===== src/rtl/can_mbx_pkg.sv =====
package can_mbx_pkg;
    localparam int ID_W   = 11;
    localparam int DLC_W  = 4;
    localparam int DATA_W = 64;

    typedef struct packed {
        logic [ID_W-1:0]   id;
        logic [DLC_W-1:0]  dlc;
        logic [DATA_W-1:0] data;
    } can_frame_t;

    typedef enum logic [1:0] {
        MBX_BASIC = 2'd0,
        MBX_FULL  = 2'd1,
        MBX_EXT   = 2'd2
    } mbx_mode_e;

    function automatic int idx_width(input int n);
        return (n > 1) ? $clog2(n) : 1;
    endfunction
endpackage


===== src/rtl/can_id_match.sv =====
module can_id_match
    import can_mbx_pkg::*;
#(
    parameter int NUM_MBX = 3,
    parameter logic [NUM_MBX*ID_W-1:0] MBX_IDS = '0
) (
    input  logic            valid,
    input  logic [ID_W-1:0] id,
    output logic [NUM_MBX-1:0] hit
);
    logic found;

    always_comb begin
        hit   = '0;
        found = 1'b0;
        for (int i = 0; i < NUM_MBX; i++) begin
            if (valid && !found && (id == MBX_IDS[i*ID_W +: ID_W])) begin
                hit[i] = 1'b1;
                found  = 1'b1;
            end
        end
    end

    // at most one mailbox wins any frame
    always_comb begin
        p_single_winner_r2: assert ($onehot0(hit));
    end
endmodule


===== src/rtl/can_mbx_slot.sv =====
module can_mbx_slot
    import can_mbx_pkg::*;
#(
    parameter bit OVERWRITE = 1'b1
) (
    input  logic       clk,
    input  logic       rst,
    input  logic       push,
    input  can_frame_t frame_in,
    input  logic       rd,
    input  logic       clr,
    output can_frame_t frame_out,
    output logic       valid,
    output logic       pend,
    output logic       ovr
);
    logic store;
    logic lost;

    // a basic buffer refuses new content while unread; a full one always takes it
    assign store = push && (OVERWRITE || !valid || rd);
    assign lost  = push && valid && !rd;

    always_ff @(posedge clk) begin
        if (rst) begin
            frame_out <= '0;
            valid     <= 1'b0;
            pend      <= 1'b0;
            ovr       <= 1'b0;
        end else begin
            if (store) frame_out <= frame_in;
            valid <= store | (valid & ~rd);
            pend  <= push | (pend & ~clr);
            ovr   <= lost | (ovr & ~rd);
        end
    end

    p_pend_on_rx_r3: assert property (@(posedge clk) disable iff (rst)
        push |=> pend);
    p_ovr_on_loss_r4: assert property (@(posedge clk) disable iff (rst)
        (push && valid && !rd) |=> ovr);
    p_read_clears_r4: assert property (@(posedge clk) disable iff (rst)
        (rd && !push) |=> (!valid && !ovr));
    p_basic_keeps_r5: assert property (@(posedge clk) disable iff (rst)
        (!OVERWRITE && push && valid && !rd) |=> $stable(frame_out));
endmodule


===== src/rtl/can_mbx_fifo.sv =====
module can_mbx_fifo
    import can_mbx_pkg::*;
#(
    parameter int DEPTH  = 4,
    parameter int THRESH = 4
) (
    input  logic       clk,
    input  logic       rst,
    input  logic       push,
    input  can_frame_t frame_in,
    input  logic       rd,
    input  logic       clr,
    output can_frame_t frame_out,
    output logic       valid,
    output logic       pend,
    output logic       ovf
);
    localparam int PW = idx_width(DEPTH);
    localparam int CW = $clog2(DEPTH + 1);
    localparam int TW = idx_width(THRESH);

    can_frame_t    mem [DEPTH];
    logic [PW-1:0] wr_ptr, rd_ptr;
    logic [CW-1:0] count;
    logic [TW-1:0] tcnt;
    logic          full, pop, accept, wrap;

    assign full   = (count == CW'(DEPTH));
    assign pop    = rd && (count != '0);
    assign accept = push && (!full || pop);
    assign wrap   = (tcnt == TW'(THRESH - 1));

    function automatic logic [PW-1:0] nxt(input logic [PW-1:0] p);
        return (p == PW'(DEPTH - 1)) ? '0 : p + 1'b1;
    endfunction

    always_ff @(posedge clk) begin
        if (accept) mem[wr_ptr] <= frame_in;
    end

    always_ff @(posedge clk) begin
        if (rst) begin
            wr_ptr <= '0;
            rd_ptr <= '0;
            count  <= '0;
            tcnt   <= '0;
            pend   <= 1'b0;
            ovf    <= 1'b0;
        end else begin
            if (accept) wr_ptr <= nxt(wr_ptr);
            if (pop)    rd_ptr <= nxt(rd_ptr);
            count <= count + CW'(accept) - CW'(pop);
            if (accept) tcnt <= wrap ? '0 : tcnt + 1'b1;
            pend <= (accept && wrap) | (pend & ~clr);
            ovf  <= (push && !accept) | (ovf & ~clr);
        end
    end

    assign frame_out = mem[rd_ptr];
    assign valid     = (count != '0);

    p_no_overflow_r8: assert property (@(posedge clk) disable iff (rst)
        count <= CW'(DEPTH));
    p_drop_keeps_r8: assert property (@(posedge clk) disable iff (rst)
        (push && full && !pop) |=> (full && ovf));
    p_pop_r6: assert property (@(posedge clk) disable iff (rst)
        (pop && !accept) |=> (count == $past(count) - 1'b1));
endmodule


===== src/rtl/can_rx_dispatch.sv =====
module can_rx_dispatch
    import can_mbx_pkg::*;
#(
    parameter int NUM_MBX = 3,
    parameter logic [NUM_MBX*ID_W-1:0] MBX_IDS   = {11'h3FF, 11'h250, 11'h005},
    parameter logic [NUM_MBX*2-1:0]    MBX_MODES = {MBX_EXT, MBX_FULL, MBX_BASIC},
    parameter int FIFO_DEPTH = 4,
    parameter int IRQ_THRESH = 4,
    localparam int SEL_W = idx_width(NUM_MBX)
) (
    input  logic               clk,
    input  logic               rst,
    input  logic               rx_valid,
    input  logic [ID_W-1:0]    rx_id,
    input  logic [DLC_W-1:0]   rx_dlc,
    input  logic [DATA_W-1:0]  rx_data,
    input  logic [SEL_W-1:0]   cpu_sel,
    input  logic               cpu_rd,
    input  logic [NUM_MBX-1:0] mbx_clr,
    output logic               cpu_rd_valid,
    output logic [ID_W-1:0]    cpu_rd_id,
    output logic [DLC_W-1:0]   cpu_rd_dlc,
    output logic [DATA_W-1:0]  cpu_rd_data,
    output logic [NUM_MBX-1:0] mbx_pend,
    output logic [NUM_MBX-1:0] mbx_ovr,
    output logic               irq
);
    can_frame_t         rx_frame;
    can_frame_t         mbx_frame [NUM_MBX];
    logic [NUM_MBX-1:0] hit, mbx_valid, mbx_rd;

    assign rx_frame = '{id: rx_id, dlc: rx_dlc, data: rx_data};

    can_id_match #(.NUM_MBX(NUM_MBX), .MBX_IDS(MBX_IDS)) u_match (
        .valid(rx_valid), .id(rx_id), .hit(hit)
    );

    for (genvar i = 0; i < NUM_MBX; i++) begin : g_mbx
        assign mbx_rd[i] = cpu_rd && (cpu_sel == SEL_W'(i));
        if (MBX_MODES[i*2 +: 2] == 2'(MBX_EXT)) begin : g_fifo
            can_mbx_fifo #(.DEPTH(FIFO_DEPTH), .THRESH(IRQ_THRESH)) u_fifo (
                .clk(clk), .rst(rst), .push(hit[i]), .frame_in(rx_frame),
                .rd(mbx_rd[i]), .clr(mbx_clr[i]), .frame_out(mbx_frame[i]),
                .valid(mbx_valid[i]), .pend(mbx_pend[i]), .ovf(mbx_ovr[i])
            );
        end else begin : g_slot
            can_mbx_slot #(.OVERWRITE(MBX_MODES[i*2 +: 2] == 2'(MBX_FULL))) u_slot (
                .clk(clk), .rst(rst), .push(hit[i]), .frame_in(rx_frame),
                .rd(mbx_rd[i]), .clr(mbx_clr[i]), .frame_out(mbx_frame[i]),
                .valid(mbx_valid[i]), .pend(mbx_pend[i]), .ovr(mbx_ovr[i])
            );
        end
    end

    always_comb begin
        cpu_rd_valid = 1'b0;
        cpu_rd_id    = '0;
        cpu_rd_dlc   = '0;
        cpu_rd_data  = '0;
        for (int i = 0; i < NUM_MBX; i++) begin
            if (cpu_sel == SEL_W'(i)) begin
                cpu_rd_valid = mbx_valid[i];
                cpu_rd_id    = mbx_frame[i].id;
                cpu_rd_dlc   = mbx_frame[i].dlc;
                cpu_rd_data  = mbx_frame[i].data;
            end
        end
    end

    assign irq = |mbx_pend;

    p_no_match_quiet_r1: assert property (@(posedge clk) disable iff (rst)
        (rx_valid && hit == '0 && mbx_clr == '0 && !cpu_rd)
        |=> ($stable(mbx_pend) && $stable(mbx_ovr) && $stable(mbx_valid)));
    p_irq_follows_r11: assert property (@(posedge clk) disable iff (rst)
        (mbx_pend != '0) |-> irq);
    p_reset_quiet_r12: assert property (@(posedge clk)
        $past(rst) |-> (!irq && mbx_valid == '0 && mbx_ovr == '0));
endmodule


===== config.mk =====
export PLATFORM = sky130hd
export DESIGN_NAME = can_rx_dispatch
export DESIGN_NICKNAME = d
export VERILOG_FILES = /design/src/rtl/can_mbx_pkg.sv /design/src/rtl/can_id_match.sv /design/src/rtl/can_mbx_slot.sv /design/src/rtl/can_mbx_fifo.sv /design/src/rtl/can_rx_dispatch.sv
export SDC_FILE = /design/constraint.sdc
export NUM_CORES = 1
export LEC_CHECK = 0
export CAP_MARGIN = 10
export CORE_MARGIN = 2
export CORE_UTILIZATION = 35
export CTS_BUF_LIST = sky130_fd_sc_hd__clkbuf_4
export DETAILED_ROUTE_END_ITERATION = 7
export DONT_BUFFER_PORTS = 1
export PLACE_DENSITY_LB_ADDON = 0.2
export SYNTH_ARGS = -nofsm -noshare
export SYNTH_HDL_FRONTEND = slang
export SYNTH_SLANG_ARGS = --single-unit

===== constraint.sdc =====
create_clock -name clk -period 6.75 [get_ports clk]
set_input_delay 1.35 -clock clk [delete_from_list [all_inputs] [get_ports clk]]
set_output_delay 1.35 -clock clk [all_outputs]
set_load 0.01 [all_outputs]

==> flow_summary.yaml <==
timing:
  max_freq_mhz: 210
  finalSetupTns_ns: 0
  report.final.setup_viol: 0
  slew_viol_final: 0
  relSlewSlack_pct: 26.6
  setup_repair_after_global_routing_missed_its_margin: "false"
  hold_violations: 0
  fin_crit_sh_pct: 70.6
  slew_at_the_pin_closest_to_its_max_slew_limit_ns: 1.10
  finalClockSkew_ns: 0.0588
  finalWorstPathRequiredPeriod_ns: 4.76
worst_setup_path:
  timing.reg2reg.setup_slack_ns: 3.83
  critPathLaunchType: "register"
  regToRegStartpoint: "g_mbx[2].g_fifo.u_fifo.count[1]$_SDFF_PP0_"
  criticalPathCategory: "reg -> out"
  worst-endpoint-required_ns: 5.40
  critical_path_arrival_ns: 3.41
  critical_path_peak_fanout: 30
  critical_path.endpoint_type: "primary output"
  reg2reg_depth: 5
  rr_endpoint: "g_mbx[2].g_fifo.u_fifo.mem[3][57]$_DFFE_PP_"
yosys:
  synth.largest_area_cell: "sky130_fd_sc_hd__edfxtp_1"
  synth_warnings: 0
  synthesis.area_um2: 19900
  synth.yosys.seq_area_share_pct: 65.4
  ys_async_sr_fraction_pct: 0
  synth_edf_count: 316
  synthTopCellsByArea: "sky130_fd_sc_hd__edfxtp_1, sky130_fd_sc_hd__dfxtp_1, sky130_fd_sc_hd__mux4_2, sky130_fd_sc_hd__mux2i_1, sky130_fd_sc_hd__nand2b_1"
  synth_cell_types: 37
  yosysTopAreaCellShare_pct: 47.6
  dominantRegCellSynth: "sky130_fd_sc_hd__edfxtp_1"
  synthesis.nets: 1529
  synthCells: 1432
  syn_avg_cell_area_um2: 13.9
  synth_seq_cells: 493
detailed_routing:
  finalWirelength_um: 47100
  firstDrtPassIters: 5
  drc: 0
  vias: 11600
  routedWlPerCell_um: 20.0
  first_iter_violations: 641
  detail_route.vias_per_cell: 4.92
  drt.antenna.violating_nets: 0
worst_hold_path:
  endpoint_of_the_worst_hold_path: "g_mbx[1].g_slot.u_slot.frame_out[3]$_SDFFE_PP0P_"
  holdCritStartpoint: "g_mbx[1].g_slot.u_slot.frame_out[3]$_SDFFE_PP0P_"
  hold_path_depth: 2
  hold_class: "reg -> reg"
layout:
  layout.nets: 1578
  finish.instance_area_um2: 22500
  drive_above_1_share_pct: 21.0
  area_delta_synth_final_pct: 12.8
  final.fill_count: 5339
floorplan:
  initial_standard_cell_utilization_of_the_core_pct: 35.4
  core_area_um2: 56300
  io_pins: 175
  floorplan.die.width_um: 243
  floorplan.rows: 87
  floorplan.die_area_um2: 58800
  die_y_um: 243
global_routing:
  grt_pass1_vias: 12000
  antenna_found_initial: 3
  overflow: 0
  maximum_number_of_pins_on_one_net_before_global_route_repair: 238
  global_route_wire_length_before_repair_um: 72100
  overall_routing_resource_usage_pct: 16.3
cts:
  worst_setup_hold_path_clk_slew_ns: 0.06
  clk_latency_ns: 0.94
  cts.sink_count: 493
  cts_resized: 0
  cts-root-buf: "sky130_fd_sc_hd__clkbuf_4"
  cts_tree: "yes"
  cts.htree.levels: 4
  cts.repair_timing.setup_buffer_count: 0
  postCtsHoldBufs: 0
  clock_tree.buffer_depth: 3
  cts_inserted_buffers: 138
placement:
  placed_cell_area_um2: 20500
  post-dp-hpwl_um: 25200
  routabilityCongestion: 0.695
  portBuffers: 0
power:
  ir_drop_mv: 0.123
  standby_leakage_power_nw: 7.27
  power.density_cell_area_nw_per_um2: 277
  p_total_mw: 6.23
run_status:
  outcome: "finished, final reports clean"
run:
  max-cap-violations: 0
==> cell families after synthesis <==
group	share of synthesized area (%)
AOI/OAI and AO/OA	4.22
xor gates and xnor gates	0.0880
adders and majority gates	0.603
buffers and inverters	2.59
DFF	65.4
muxes	16.5
and+or+nand+nor	10.6
==> Yosys cell counts, types with 4 or more instances <==
| cell type | instances |
|---|---|
| sky130_fd_sc_hd__ha_1 | 8 |
| sky130_fd_sc_hd__nor3b_1 | 12 |
| sky130_fd_sc_hd__nand4_1 | 4 |
| sky130_fd_sc_hd__clkbuf_1 | 59 |
| sky130_fd_sc_hd__nand2_1 | 218 |
| sky130_fd_sc_hd__buf_4 | 15 |
| sky130_fd_sc_hd__inv_1 | 6 |
| sky130_fd_sc_hd__dfxtp_1 | 177 |
| sky130_fd_sc_hd__mux2i_1 | 151 |
| sky130_fd_sc_hd__nor2b_1 | 4 |
| sky130_fd_sc_hd__mux4_2 | 79 |
| sky130_fd_sc_hd__and2_1 | 12 |
| sky130_fd_sc_hd__edfxtp_1 | 316 |
| sky130_fd_sc_hd__buf_2 | 26 |
| sky130_fd_sc_hd__a21oi_1 | 76 |
| sky130_fd_sc_hd__nand2b_1 | 140 |
| sky130_fd_sc_hd__o21ai_0 | 82 |
| sky130_fd_sc_hd__nor2_1 | 23 |
==> critical path, stage by stage, from the launching register on <==
cell and delay [ns]:
sky130_fd_sc_hd__dfxtp_4 0.77, sky130_fd_sc_hd__buf_4 0.53, sky130_fd_sc_hd__mux4_2 0.56, sky130_fd_sc_hd__mux2i_1 0.37, sky130_fd_sc_hd__o21ai_0 0.25
==> layout by cell type (no fill, tap or decap), types with 4 or more instances in the layout <==
cell type / n
sky130_fd_sc_hd__nand2b_1: 140
sky130_fd_sc_hd__clkinv_2: 5
sky130_fd_sc_hd__buf_4: 10
sky130_fd_sc_hd__nor3b_1: 12
sky130_fd_sc_hd__mux2i_1: 151
sky130_fd_sc_hd__ha_1: 8
sky130_fd_sc_hd__bufinv_16: 6
sky130_fd_sc_hd__clkbuf_4: 215
sky130_fd_sc_hd__dfxtp_1: 175
sky130_fd_sc_hd__and2_4: 4
sky130_fd_sc_hd__nand4_1: 4
sky130_fd_sc_hd__mux4_2: 79
sky130_fd_sc_hd__inv_1: 6
sky130_fd_sc_hd__clkinvlp_4: 4
sky130_fd_sc_hd__and2_1: 8
sky130_fd_sc_hd__a21oi_1: 76
sky130_fd_sc_hd__nand2_1: 218
sky130_fd_sc_hd__nor2_1: 23
sky130_fd_sc_hd__o21ai_0: 82
sky130_fd_sc_hd__edfxtp_1: 316
sky130_fd_sc_hd__clkinv_1: 23
==> worst max path at each step <==
| stage | end | slack [ns] |
|---|---|---|
| 4_1_cts | cpu_rd_data[63] | 1.69 |
| 6_report | cpu_rd_data[63] | 1.99 |
| 3_3_place_gp | cpu_rd_data[9] | 2.68 |
| 2_1_floorplan | g_mbx[2].g_fifo.u_fifo.mem[0][0]$_DFFE_PP_ | 2.17 |
| 3_5_place_dp | cpu_rd_data[16] | 2.62 |
| 5_1_grt | cpu_rd_data[63] | 1.60 |
==> flip-flops by register name (all words and copies together) (netlist names), named ones only <==
signal,count
g_mbx.g_slot.u_slot.pend,2
g_mbx.g_slot.u_slot.ovr,2
g_mbx.g_fifo.u_fifo.mem,316
g_mbx.g_fifo.u_fifo.tcnt,2
g_mbx.g_fifo.u_fifo.ovf,1
g_mbx.g_fifo.u_fifo.wr_ptr,2
g_mbx.g_fifo.u_fifo.rd_ptr,2
g_mbx.g_fifo.u_fifo.pend,1
g_mbx.g_slot.u_slot.frame_out,158
g_mbx.g_slot.u_slot.valid,2
g_mbx.g_fifo.u_fifo.count,3
==> power by group <==
| group | internal (mW) | switching (mW) | leakage, nW |
|---|---|---|---|
| registers | 3.20 | 0.000174 | 4.27 |
| logic | 0.0376 | 0.0374 | 1.86 |
| clock network | 1.68 | 1.27 | 1.14 |
==> stage by stage <==
step | hold WS (ns) | instances | utilization (%) | setup slack, ns
final | 0.451 | 2355 | 39.9 | 1.99
after global routing | 0.367 | 2355 | 39.9 | 1.60
after CTS | 0.318 | 2353 | 39.9 | 1.69
after detailed placement | 0.443 | 2097 | 36.5 | 2.62
after global placement | 0.437 | 2097 | 36.5 | 2.68
after floorplan | 0.430 | 1432 | - | 2.17
==> metal layers <==
layer / routed length (µm) / share of wire [%] / track usage, % / up-vias
met4: 994 / 2.1 / 6.15 / 0
met5: 0 / 0 / 0 / -
met3: 3040 / 6.5 / 5.72 / 90
li1: - / - / - / 5377
met1: 20600 / 44 / 20.5 / 5769
met2: 22500 / 48 / 25.8 / 344
==> final cells by class <==
cell class                 count  area [µm²]  area share, %
sequential                   493       13000           58.0
multi-input combinational    830        6400           28.5
clock buffer                 215        1610           7.18
antenna                        2        5.00         0.0223
clock inverter                41         333           1.48
timing repair buffer          12         115          0.512
tap                          756         946           4.21
inverter                       6        22.5          0.100
Note: power is estimated with default switching activity, not from simulation.
